File: src/rtl/walk_pkg.sv
package walk_pkg;

  typedef enum logic [2:0] {
    ST_IDLE,
    ST_OREQ,
    ST_OWAIT,
    ST_IREQ,
    ST_IWAIT
  } walk_state_t;

  typedef enum logic {
    LVL_OUTER = 1'b0,
    LVL_INNER = 1'b1
  } walk_lvl_t;

endpackage

File: src/rtl/walk_pte_decode.sv
module walk_pte_decode #(
  parameter int PTE_W   = 32,
  parameter int FRAME_W = 22
) (
  input  logic [PTE_W-1:0]   pte,
  output logic               pte_valid,
  output logic [FRAME_W-1:0] pte_frame
);
  localparam int RSVD_W = PTE_W - FRAME_W - 1;

  assign pte_valid = pte[0];
  assign pte_frame = pte[PTE_W-1 -: FRAME_W];

  generate
    if (RSVD_W > 0) begin : g_rsvd
      logic unused_rsvd;
      assign unused_rsvd = ^pte[RSVD_W:1];
    end
  endgenerate
endmodule

File: src/rtl/walk_addr_gen.sv
module walk_addr_gen #(
  parameter int VA_W  = 32,
  parameter int PA_W  = 32,
  parameter int OFF_W = 10,
  parameter int OUT_W = 12,
  parameter int PTE_W = 32
) (
  input  logic [VA_W-1:0]       req_vaddr,
  input  logic [PA_W-1:0]       root_base,
  input  logic [VA_W-1:0]       held_vaddr,
  input  logic [PA_W-OFF_W-1:0] frame,
  output logic [PA_W-1:0]       outer_addr,
  output logic [PA_W-1:0]       inner_addr
);
  localparam int IN_W    = VA_W - OFF_W - OUT_W;
  localparam int ENT_SH  = $clog2(PTE_W / 8);
  localparam int FRAME_W = PA_W - OFF_W;

  logic [OUT_W-1:0] outer_idx;
  logic [IN_W-1:0]  inner_idx;
  logic [PA_W-1:0]  outer_off;
  logic [PA_W-1:0]  inner_off;
  logic [PA_W-1:0]  inner_base;

  assign outer_idx  = req_vaddr[VA_W-1 -: OUT_W];
  assign inner_idx  = held_vaddr[OFF_W +: IN_W];
  assign outer_off  = {{(PA_W-OUT_W){1'b0}}, outer_idx} << ENT_SH;
  assign inner_off  = {{(PA_W-IN_W){1'b0}}, inner_idx} << ENT_SH;
  assign inner_base = {frame[FRAME_W-1:0], {OFF_W{1'b0}}};
  assign outer_addr = root_base + outer_off;
  assign inner_addr = inner_base + inner_off;

  logic unused_va;
  assign unused_va = ^{req_vaddr[VA_W-OUT_W-1:0], held_vaddr[VA_W-1 -: OUT_W], held_vaddr[OFF_W-1:0]};
endmodule

File: src/rtl/walk_seq.sv
module walk_seq
  import walk_pkg::*;
#(
  parameter int VA_W  = 32,
  parameter int PA_W  = 32,
  parameter int OFF_W = 10
) (
  input  logic                  clk,
  input  logic                  rst,
  input  logic                  req_valid,
  output logic                  req_ready,
  input  logic [VA_W-1:0]       req_vaddr,
  output logic [VA_W-1:0]       held_vaddr,
  input  logic [PA_W-1:0]       outer_addr,
  input  logic [PA_W-1:0]       inner_addr,
  input  logic                  pte_valid,
  input  logic [PA_W-OFF_W-1:0] pte_frame,
  output logic                  mem_req_valid,
  input  logic                  mem_req_ready,
  output logic [PA_W-1:0]       mem_req_addr,
  input  logic                  mem_rsp_valid,
  output logic                  resp_valid,
  output logic [PA_W-1:0]       resp_paddr,
  output logic                  resp_fault,
  output logic                  resp_fault_lvl
);
  walk_state_t state;

  assign req_ready     = (state == ST_IDLE);
  assign mem_req_valid = (state == ST_OREQ) || (state == ST_IREQ);

  always_ff @(posedge clk) begin
    if (rst) begin
      state          <= ST_IDLE;
      held_vaddr     <= '0;
      mem_req_addr   <= '0;
      resp_valid     <= 1'b0;
      resp_paddr     <= '0;
      resp_fault     <= 1'b0;
      resp_fault_lvl <= LVL_OUTER;
    end else begin
      resp_valid <= 1'b0;
      case (state)
        ST_IDLE: begin
          if (req_valid) begin
            held_vaddr   <= req_vaddr;
            mem_req_addr <= outer_addr;
            state        <= ST_OREQ;
          end
        end
        ST_OREQ: begin
          if (mem_req_ready) state <= ST_OWAIT;
        end
        ST_OWAIT: begin
          if (mem_rsp_valid) begin
            if (!pte_valid) begin
              resp_valid     <= 1'b1;
              resp_fault     <= 1'b1;
              resp_fault_lvl <= LVL_OUTER;
              resp_paddr     <= '0;
              state          <= ST_IDLE;
            end else begin
              mem_req_addr <= inner_addr;
              state        <= ST_IREQ;
            end
          end
        end
        ST_IREQ: begin
          if (mem_req_ready) state <= ST_IWAIT;
        end
        ST_IWAIT: begin
          if (mem_rsp_valid) begin
            resp_valid     <= 1'b1;
            resp_fault_lvl <= LVL_INNER;
            if (!pte_valid) begin
              resp_fault <= 1'b1;
              resp_paddr <= '0;
            end else begin
              resp_fault <= 1'b0;
              resp_paddr <= {pte_frame, held_vaddr[OFF_W-1:0]};
            end
            state <= ST_IDLE;
          end
        end
        default: state <= ST_IDLE;
      endcase
    end
  end
endmodule

File: src/rtl/two_level_walker.sv
module two_level_walker #(
  parameter int VA_W  = 32,
  parameter int PA_W  = 32,
  parameter int OFF_W = 10,
  parameter int OUT_W = 12,
  parameter int PTE_W = 32
) (
  input  logic             clk,
  input  logic             rst,
  input  logic [PA_W-1:0]  root_base,
  input  logic             req_valid,
  output logic             req_ready,
  input  logic [VA_W-1:0]  req_vaddr,
  output logic             resp_valid,
  output logic [PA_W-1:0]  resp_paddr,
  output logic             resp_fault,
  output logic             resp_fault_lvl,
  output logic             mem_req_valid,
  input  logic             mem_req_ready,
  output logic [PA_W-1:0]  mem_req_addr,
  input  logic             mem_rsp_valid,
  input  logic [PTE_W-1:0] mem_rsp_data
);
  localparam int FRAME_W = PA_W - OFF_W;

  logic               pte_valid;
  logic [FRAME_W-1:0] pte_frame;
  logic [VA_W-1:0]    held_vaddr;
  logic [PA_W-1:0]    outer_addr;
  logic [PA_W-1:0]    inner_addr;

  walk_pte_decode #(.PTE_W(PTE_W), .FRAME_W(FRAME_W)) u_dec (
    .pte       (mem_rsp_data),
    .pte_valid (pte_valid),
    .pte_frame (pte_frame)
  );

  walk_addr_gen #(
    .VA_W(VA_W), .PA_W(PA_W), .OFF_W(OFF_W), .OUT_W(OUT_W), .PTE_W(PTE_W)
  ) u_agen (
    .req_vaddr  (req_vaddr),
    .root_base  (root_base),
    .held_vaddr (held_vaddr),
    .frame      (pte_frame),
    .outer_addr (outer_addr),
    .inner_addr (inner_addr)
  );

  walk_seq #(.VA_W(VA_W), .PA_W(PA_W), .OFF_W(OFF_W)) u_seq (
    .clk            (clk),
    .rst            (rst),
    .req_valid      (req_valid),
    .req_ready      (req_ready),
    .req_vaddr      (req_vaddr),
    .held_vaddr     (held_vaddr),
    .outer_addr     (outer_addr),
    .inner_addr     (inner_addr),
    .pte_valid      (pte_valid),
    .pte_frame      (pte_frame),
    .mem_req_valid  (mem_req_valid),
    .mem_req_ready  (mem_req_ready),
    .mem_req_addr   (mem_req_addr),
    .mem_rsp_valid  (mem_rsp_valid),
    .resp_valid     (resp_valid),
    .resp_paddr     (resp_paddr),
    .resp_fault     (resp_fault),
    .resp_fault_lvl (resp_fault_lvl)
  );
endmodule

File: config.mk
export PLATFORM = sky130hd
export DESIGN_NAME = two_level_walker
export DESIGN_NICKNAME = d
export VERILOG_FILES = /design/src/rtl/walk_pkg.sv /design/src/rtl/walk_pte_decode.sv /design/src/rtl/walk_addr_gen.sv /design/src/rtl/walk_seq.sv /design/src/rtl/two_level_walker.sv
export SDC_FILE = /design/constraint.sdc
export NUM_CORES = 1
export LEC_CHECK = 0
export ABC_AREA = 0
export CORE_ASPECT_RATIO = 0.5
export CORE_MARGIN = 1.5
export CORE_UTILIZATION = 69
export DETAILED_ROUTE_END_ITERATION = 7
export DONT_BUFFER_PORTS = 1
export HOLD_SLACK_MARGIN = 0.15
export PLACE_DENSITY = 0.91
export SKIP_LAST_GASP = 1
export SLEW_MARGIN = 0
export SYNTH_ARGS = -nofsm -noshare
export SYNTH_HDL_FRONTEND = slang
export SYNTH_SLANG_ARGS = --single-unit
File: constraint.sdc
create_clock -name clk -period 5.1 [get_ports clk]
set_input_delay 0.255 -clock clk [delete_from_list [all_inputs] [get_ports clk]]
set_output_delay 0.255 -clock clk [all_outputs]
set_load 0.01 [all_outputs]
======== Word-level counts from Yosys, hierarchy flattened ========
Cells that the tools add are included.
cells by class
  $add $sub $neg .......................... 2
  multipliers ............................. 0
  divide/modulo/power cells ............... 0
  magnitude comparators ................... 0
  eq/ne operators ......................... 11
  shift operators ......................... 0
  mux-type cells .......................... 28
  bitwise gates (word level) .............. 0
  reduce and logical (&&, ||, !) cells .... 8
operators by type and width
  cell                                                                   number
  32-bit two-way mux                                                     7
  32-bit case mux with 2 select lines                                    2
  32-bit by 12-bit adder with 32-bit output                              1
  32-bit by 14-bit adder with 32-bit output                              1
  3-bit two-way mux                                                      5
  3-bit case mux with 5 select lines                                     1
  2-bit != test, second input constant                                   7
  1-bit two-way mux                                                      9
  4-bit AND reduction                                                    2
  3-bit by 2-bit equality test with 1-bit output, second input constant  2
  1-bit case mux with 2 select lines                                     3
  5-bit AND reduction                                                    1
  2-bit nonzero test                                                     2
  3-bit by 1-bit equality test with 1-bit output, second input constant  1
  3-bit equality test, second input constant                             1
  3-bit logical NOT                                                      1
  2-bit two-way mux                                                      1
  2-bit AND reduction                                                    1
  1-bit logical OR                                                       1
word-level totals
  flip-flop bits (word level) ............. 90
  bits in latches ......................... 0
  RAM bits ................................ 0
  memory bits (read-only) ................. 0
  logic and storage cells ................. 56
  memories ................................ 0

======== Depth between registers and ports, before layout ========
Gate-level depths: netlist of the first run.
  word-level depth ........................ 4
  depth in mapped cells ................... 9
  mapped depth without buffers ............ 8

======== By module ========
Synthesis of the first run repeated with hierarchy kept, for this count alone.
second synthesis, totals
  cell total of the unflattened synthesis .. 734
  area total of the unflattened synthesis .. 6,266.0 µm²
by module, submodules not included
  module           instances  cells an instance  area each (µm²)
  walk_seq         1          507                4,621.9
  walk_addr_gen    1          204                1,471.4
  walk_pte_decode  1          23                 172.7

======== Worst setup path after synthesis of the first run ========
Ideal clock, no wire load.
  path kind ............................... input-to-reg
  start ................................... in root_base[2]
  end ..................................... reg u_seq.mem_req_addr[20]
  library setup time ...................... 95 ps
  arrival ................................. 2,343 ps
  setup slack ............................. 2,661 ps
  stages on the path ...................... 8
  cells stage by stage .................... ha_1 -> fa_1 -> a211oi_1 -> o21bai_1 -> a2111oi_4 -> nor3_1 -> xnor2_1 -> a221oi_1
on the way
  longest elaborated chain between the ends .. 3
ends and longest elaborated chain
  element                                    line                    source
  start, declared                            two_level_walker.sv:10  input logic [PA_W-1:0] root_base,
  32-bit by 14-bit adder with 32-bit output  walk_addr_gen.sv:30     assign outer_addr = root_base + outer_off;
  32-bit two-way mux                         walk_seq.sv:45          if (req_valid) begin
  32-bit case mux with 2 select lines        walk_seq.sv:43          case (state)
  end signal, assigned                       walk_seq.sv:47          mem_req_addr <= outer_addr;
  end signal, assigned                       walk_seq.sv:63          mem_req_addr <= inner_addr;
  end, declared                              walk_seq.sv:20          output logic [PA_W-1:0] mem_req_addr,
Every way passes these cells. The select of a mux whose other input is x is not followed.
A chain may end at the register's enable or synchronous reset.

======== Worst setup path in the final report of the first run ========
  start ................................... reg u_seq.state[2]
  end ..................................... reg u_seq.mem_req_addr[19]
on the way
  longest elaborated chain between the ends .. 3
ends and longest elaborated chain
  element                                                                              line            source
  start, declared                                                                      walk_seq.sv:27  walk_state_t state;
  start signal, assigned                                                               walk_seq.sv:34  state <= ST_IDLE;
  start signal, assigned                                                               walk_seq.sv:48  state <= ST_OREQ;
  start signal, assigned                                                               walk_seq.sv:52  if (mem_req_ready) state <= ST_OWAIT;
  3-bit by 2-bit equality test with 1-bit output or 3-bit logical NOT (tied branches)  walk_seq.sv:43
  2-bit != test (no source line) or 2-bit nonzero test (tied branches)                 n/a
  4-bit AND reduction (no source line)                                                 n/a
Several ways; a longest one is shown, not always the timed one.

==> results of run 1 <==
area by class of cell:
cell class,count,area (sq um)
fillers,391,1035
multi-input cells,478,2885
repair buffers,52,530.5
clock buffers,9,225.2
well taps,92,115.1
flip-flops and latches,90,1802
clock inverters,7,107.6
inverters,14,52.55
cell families after synthesis:
group	count (synthesis)	share of synthesized area, %
simple gates	248	23.38
compound gates	175	24.10
flops	90	37.00
buf+inv	50	3.905
xor+xnor	35	6.295
fa+ha+maj	16	4.419
mux	4	0.8992
placed cells by master (no fill, tap or decap), drive strengths merged, types with 4 or more instances in the layout:
master and instances:
a211oi 10, a21o 5, a21oi 46, a22oi 35, a31oi 5, and2 6, and3 10, buf 4
clkbuf 9, dfxtp 90, dlygate4sd3 48, ha 14, inv 18, nand2 90, nand2b 4, nand3 19
nand4 16, nor2 69, nor3 14, nor4 8, o211ai 7, o21ai 33, o22ai 4, xnor2 25
xor2 10
state kept, by name, indices dropped and copies added (netlist names):
register / cells
u_seq.resp_paddr: 32
u_seq.resp_fault_lvl: 1
u_seq.state: 3
u_seq.resp_fault: 1
u_seq.mem_req_addr: 32
u_seq.held_vaddr: 20
u_seq.resp_valid: 1
path summary, 6_finish.rpt:
check	endpoint	start
worst max-delay path	u_seq.mem_req_addr[19]	u_seq.state[2]
worst min-delay path	u_seq.mem_req_addr[23]	root_base[23]
worst max register to register	u_seq.mem_req_addr[19]	u_seq.state[2]
worst min register to register	u_seq.held_vaddr[10]	u_seq.held_vaddr[10]
routing by layer:
metal	global-route usage [%]	routed length, microns	up-vias
li1	-	-	2299
met4	16.18	550	0
met1	50.44	5935	2357
met3	14.32	2014	67
met2	66.36	7207	400
met5	0	0	-
critical path, stage by stage (launching register included):
cell and delay [ns]:
dfxtp_1 0.46, nor2_1 0.11, nand2_1 0.67, nand2_1 0.80, or3_1 0.59, o211ai_1 0.22
power breakdown:
group	internal, mW	switching, mW	total (mW)
sequential	0.751	0.0509	0.802
combinational	0.138	0.212	0.350
clock	0.441	0.299	0.740
stage by stage:
step                setup WS [ns]  instance area (sq um)  total power [mW]
finish                      2.149                   5718             1.891
global route                1.983                   5718             1.949
CTS                         2.343                   5718             1.866
detailed placement          2.180                   4877             1.102
global placement            2.275                   4877             1.092
floorplan                   2.661                   4870             1.039
==> summary.txt, run 1 <==
Status
  • Status: finished, final reports clean

Synth
  • Post-Syn Area: 0.004870 sq mm
  • Syn nets: 735
  • Post-synthesis register bit count: 90
  • Most instantiated cells after synthesis: dfxtp_1 (90), nand2_1 (90), nor2_1 (67), a21oi_1 (46), a22oi_1 (35)
  • Post-synth top area share: 37.00%
  • Mapped Cells: 618
  • Dominant synthesized flop cell: dfxtp_1
  • Synth async-reset ratio: 0%
  • Synth warn: 0
  • Synth top area cells: dfxtp_1 (37%), nand2_1 (6.9%), a22oi_1 (5.4%), nor2_1 (5.2%), a21oi_1 (4.7%)
  • Number of flops mapped to enable cells by yosys: 0
  • Synth cell types: 60
  • Seq/Total Area, Yosys: 37.00%
  • Synth area leader: dfxtp_1
  • Synth Area per Inst: 7.880 sq um

Finish
  • Final Util: 84.68%
  • Antenna cells: 0
  • Cell Count, Final, Fillers Out: 742
  • Share of cells above drive strength 1: 5.385%
  • Fin nets: 762
  • Area Growth Syn to Fin: 17.42%

Placement
  • RePlAce Congestion: 0.9669
  • IO buf count: 0
  • Dpl hpwl: 9477 microns
  • Placed Cells: 677

Floorplanning
  • Initial Utilization: 72.11%
  • Die H: 62.41 microns
  • Ports: 170
  • DIE WIDTH: 121.8 microns
  • Cell row count: 21
  • Die area: 0.007601 sq mm
  • Area of the core: 0.006753 sq mm

Timing
  • Post-Route Setup TNS: 0 ns
  • Slew Limit Headroom: 17.62%
  • Fin crit share: 57.87%
  • Final Skew: 0.007323 ns
  • Hold WS: 0.1480 ns
  • Tmin final: 2.951 ns
  • Least-Margin Pin Slew: 1.236 ns
  • Unrepaired setup endpoints after global routing: false
  • Fin. max-slew vios: 0
  • # setup viols final: 0
  • Fmax: 338.8 MHz
  • Final Hold Vio Count: 0

Drt
  • WL final: 15710 microns
  • DR WL/cell: 21.17 microns
  • DRC: 0
  • 1st-iter DRT viols: 659
  • Vias per std cell: 6.904
  • DR pass1 iterations: 7
  • Routed Antenna Nets: 0
  • Via count: 5123

Clock tree
  • Clock transition at path regs: 0.07 ns
  • Hold Buf Count CTS: 49
  • Post-CTS Resized: 0
  • CTS HTree Levels: 3
  • CTS max path bufs: 2
  • Clk sinks: 90
  • TritonCTS clock tree: built
  • Inserted Clock Buffers: 9
  • Root Driver: clkbuf_16
  • Setup Buffers After CTS: 0
  • Worst skew pair latency: 0.35 ns

Global route
  • GRT Util Overall: 41.07%
  • Global-route wire length before repair: 24190 microns
  • Largest net degree at the start of global routing: 74
  • GRT Residual Overflow: 0
  • Initial antenna violation count: 0
  • Vias in the first global route: 4826

Worst hold path
  • Hold Path Class: input pin to flop
  • Min-Delay Path Depth: 3

Critical path
  • Worst EP required: 5.35 ns
  • Crit Path Class: flop to flop
  • Setup slack, reg-to-reg: 2.15 ns
  • Crit-path max FO: 25
  • Reg2Reg Depth: 5
  • CP Launch Type: flop
  • Crit path DAT: 3.21 ns
  • Worst setup EP type: flop

Job
  • Max-cap violation count: 0

Power
  • Peak VDD IR: 242.5 uV
  • Leakage Power: 2.081 nW
  • Pwr dens: 330.8 mW/mm^2
Power figures use the tool's default switching activity.
==> run 2, diff against run 1 <==
--- a/config.mk
+++ b/config.mk
@@ -5,14 +5,14 @@
 export SDC_FILE = /design/constraint.sdc
 export NUM_CORES = 1
 export LEC_CHECK = 0
-export ABC_AREA = 0
+export ABC_AREA = 1
 export CORE_ASPECT_RATIO = 0.5
 export CORE_MARGIN = 1.5
-export CORE_UTILIZATION = 69
+export CORE_UTILIZATION = 58
 export DETAILED_ROUTE_END_ITERATION = 7
 export DONT_BUFFER_PORTS = 1
 export HOLD_SLACK_MARGIN = 0.15
-export PLACE_DENSITY = 0.91
+export PLACE_DENSITY = 0.82
 export SKIP_LAST_GASP = 1
 export SLEW_MARGIN = 0
 export SYNTH_ARGS = -nofsm -noshare
==> constraint.sdc (replaced) <==
create_clock -name clk -period 2.7 [get_ports clk]
set_input_delay 0.135 -clock clk [delete_from_list [all_inputs] [get_ports clk]]
set_output_delay 0.135 -clock clk [all_outputs]
set_load 0.01 [all_outputs]
==> summary.txt, run 2 <==
Synth
  • Post-Syn Area: 0.005359 sq mm
  • Mapped Cells: 850
  • Synth async-reset ratio: 0%
  • Syn nets: 967
  • Synth Area per Inst: 6.305 sq um
  • Number of flops mapped to enable cells by yosys: 0
  • Seq/Total Area, Yosys: 33.62%
  • Post-synthesis register bit count: 90
  • Synth area leader: dfxtp_1
  • Synth top area cells: dfxtp_1 (34%), nand2_1 (19%), a21oi_1 (10%), nand3_1 (7.6%), inv_1 (5.9%)
  • Post-synth top area share: 33.62%
  • Count leader, synth: nand2_1
  • Most instantiated cells after synthesis: nand2_1 (267), a21oi_1 (108), dfxtp_1 (90), inv_1 (84), nand3_1 (81)
  • Dominant synthesized flop cell: dfxtp_1
  • Synth warn: 0
  • Synth cell types: 32

Critical path
  • Worst setup EP type: flop
  • Crit path DAT: 2.83 ns
  • Critical Path, Cell by Cell: nor3_4 -> nand2_1 -> nand4_4 -> nor2_4 -> inv_2 -> nand2_1 -> a21oi_1 -> dlygate4sd3_1
  • Crit-path max FO: 24
  • Max stage delay cell, worst path: dlygate4sd3_1
  • Most common cell on crit path: nand2_1
  • Worst EP required: 2.98 ns
  • CP Launch Type: flop
  • Worst path max stage delay: 0.56 ns
  • Crit Path Class: flop to flop

Floorplanning
  • Area of the core: 0.008828 sq mm
  • Die area: 0.009860 sq mm
  • Cell row count: 24
  • Die H: 70.97 microns
  • Initial Utilization: 60.70%
  • Ports: 170
  • DIE WIDTH: 138.9 microns

Finish
  • Commonest cells after routing, fill and taps aside: nand2_1 (266), a21oi_1 (108), dfxtp_1 (90), dlygate4sd3_1 (88), inv_1 (83)
  • Commonest non-fill, non-tap cell in the layout: nand2_1
  • Biggest regs: u_seq.mem_req_addr (32), u_seq.resp_paddr (32), u_seq.held_vaddr (20)
  • Share of cells above drive strength 1: 4.207%
  • Final instance area: 0.006625 sq mm
  • Fin nets: 1039
  • Area Growth Syn to Fin: 23.63%
  • Filler cells: 669
  • Antenna cells: 0

Timing
  • # setup viols final: 0
  • Tmin final: 2.553 ns
  • Fmax: 391.8 MHz
  • Unrepaired setup endpoints after global routing: false
  • Final Hold Vio Count: 0
  • Fin. max-slew vios: 0
  • Post-Route Setup TNS: 0 ns
  • Final Skew: 0.007291 ns
  • Setup slack after layout: 0.1475 ns
  • Fin crit share: 94.54%
  • Slew Limit Headroom: 32.54%
  • Least-Margin Pin Slew: 1.011 ns
  • Hold WS: 0.1585 ns

Placement
  • Pre-CTS setup slack: 0.6514 ns
  • Dpl hpwl: 11220 microns
  • IO buf count: 0
  • RePlAce Congestion: 0.9600
  • Placed Instance Area: 0.005393 sq mm

Drt
  • Vias per std cell: 5.979
  • Routed Antenna Nets: 0
  • Via count: 6242
  • 1st-iter DRT viols: 707
  • WL final: 18340 microns
  • DRC: 0
  • DR WL/cell: 17.57 microns
  • DR pass1 iterations: 6

Status
  • Status: finished, final reports clean

Power
  • Leakage Power: 2.871 nW
  • Psw: 2.015 mW
  • Sequential power share: 38.8%
  • Clock power frac: 25.5%
  • Peak VDD IR: 518.9 uV
  • Net Sw Frac: 40.15%
  • Power Internal: 3.004 mW
  • Pwr dens: 757.5 mW/mm^2
  • Part of the power in combinational logic: 35.7%

Global route
  • Initial antenna violation count: 0
  • Global-route wire length before repair: 29390 microns
  • GRT Util Overall: 37.01%
  • Vias in the first global route: 5739
  • Largest net degree at the start of global routing: 64
  • GRT Residual Overflow: 0

Clock tree
  • Worst skew pair latency: 0.33 ns
  • Clock transition at path regs: 0.07 ns
  • TritonCTS clock tree: built
  • Root Driver: clkbuf_16
  • Clk sinks: 90
  • CTS HTree Levels: 3
  • Inserted Clock Buffers: 9
  • CTS max path bufs: 2
  • Setup Buffers After CTS: 0

Job
  • Max-cap violation count: 0

Worst hold path
  • Hold Path Class: input pin to flop
-- run 2: cell types whose count changed in the layout (fill, tap and decap cells not counted), sizes merged, moves of 10 or more --
cell         change
a22oi           -35
xnor2           -22
inv             +70
o21ai           +10
a21oi           +62
dlygate4sd3     +40
nand3           +62
nand2          +177
and3            -10
-- run 2: path summary, 6_finish.rpt --
kind / slack, ns / from / cells after the start / to
worst max-delay path: 0.15 / u_seq.state[0] / 8 / u_seq.mem_req_addr[26]
worst min-delay path: 0.16 / root_base[17] / 4 / u_seq.mem_req_addr[17]
worst max register to register: 0.15 / u_seq.state[0] / 8 / u_seq.mem_req_addr[26]
worst min register to register: 0.46 / u_seq.held_vaddr[8] / 2 / u_seq.held_vaddr[8]
-- run 2: per-layer routing --
layer  share of wire [%]  up-vias  routed length [microns]  GRT usage (%)
li1                    -     2917                        -              -
met1                  41     2817                     7581          50.55
met2                  44      456                     8034          59.41
met3                  13       52                     2376          8.937
met4                 1.9        0                      347          9.606
met5                   0        -                        0              0
-- run 2: what timing repair did --
action | CTS | global route
endpoints found under the setup margin | 0 | 6
endpoints found under the hold margin | 77 | 0
hold buffers | 89 | 0
resized for setup | 0 | 5
-- run 2: logic make-up (layout without fill, tap and decap cells) --
kind of cell / count (synthesis) / after routing / share of synthesized area [%]
XOR/XNOR: 14 / 14 / 2.288
AND/OR/NAND/NOR: 447 / 447 / 35.65
flip-flops: 90 / 90 / 33.62
AO/OA/AOI/OAI: 161 / 161 / 15.41
buffers and inverters: 122 / 199 / 9.012
adder cells (fa/ha/maj): 16 / 16 / 4.016
-- run 2: layout make-up --
class / count / area (sq um) / area share, %
clock buffer: 10 / 239.0 / 3.607
sequential: 90 / 1802 / 27.20
clock inverter: 6 / 65.06 / 0.9821
inverter: 88 / 334.1 / 5.042
timing repair inverter: 1 / 5.005 / 0.07554
tap: 117 / 146.4 / 2.210
multi-input combinational: 638 / 3084 / 46.55
timing repair buffer: 94 / 949.7 / 14.33
-- run 2: power groups by stage --
stage / registers (mW) / logic, mW / clock network, mW
6_report: 1.95 / 1.79 / 1.28
5_1_grt: 1.97 / 1.97 / 1.33
4_1_cts: 1.93 / 1.66 / 1.26
3_5_place_dp: 1.96 / 1.44 / 0
3_3_place_gp: 1.95 / 1.41 / 0
2_1_floorplan: 1.88 / 1.21 / 0
-- run 2: stage by stage --
stage                     cells  util (%)  power, mW
final                      1044     75.04      5.019
after CTS                  1043     74.82      4.857
after global routing       1044     75.04      5.269
after floorplan             850         -      3.084
after detailed placement    938     61.08      3.395
after global placement      938     61.08      3.360
-- run 2: worst max-delay path: cells and delay by family (launching register included) --
family,cells,cell delay (ns)
buf+inv,2,0.89
compound gates,1,0.19
flops,1,0.38
simple gates,5,1.04
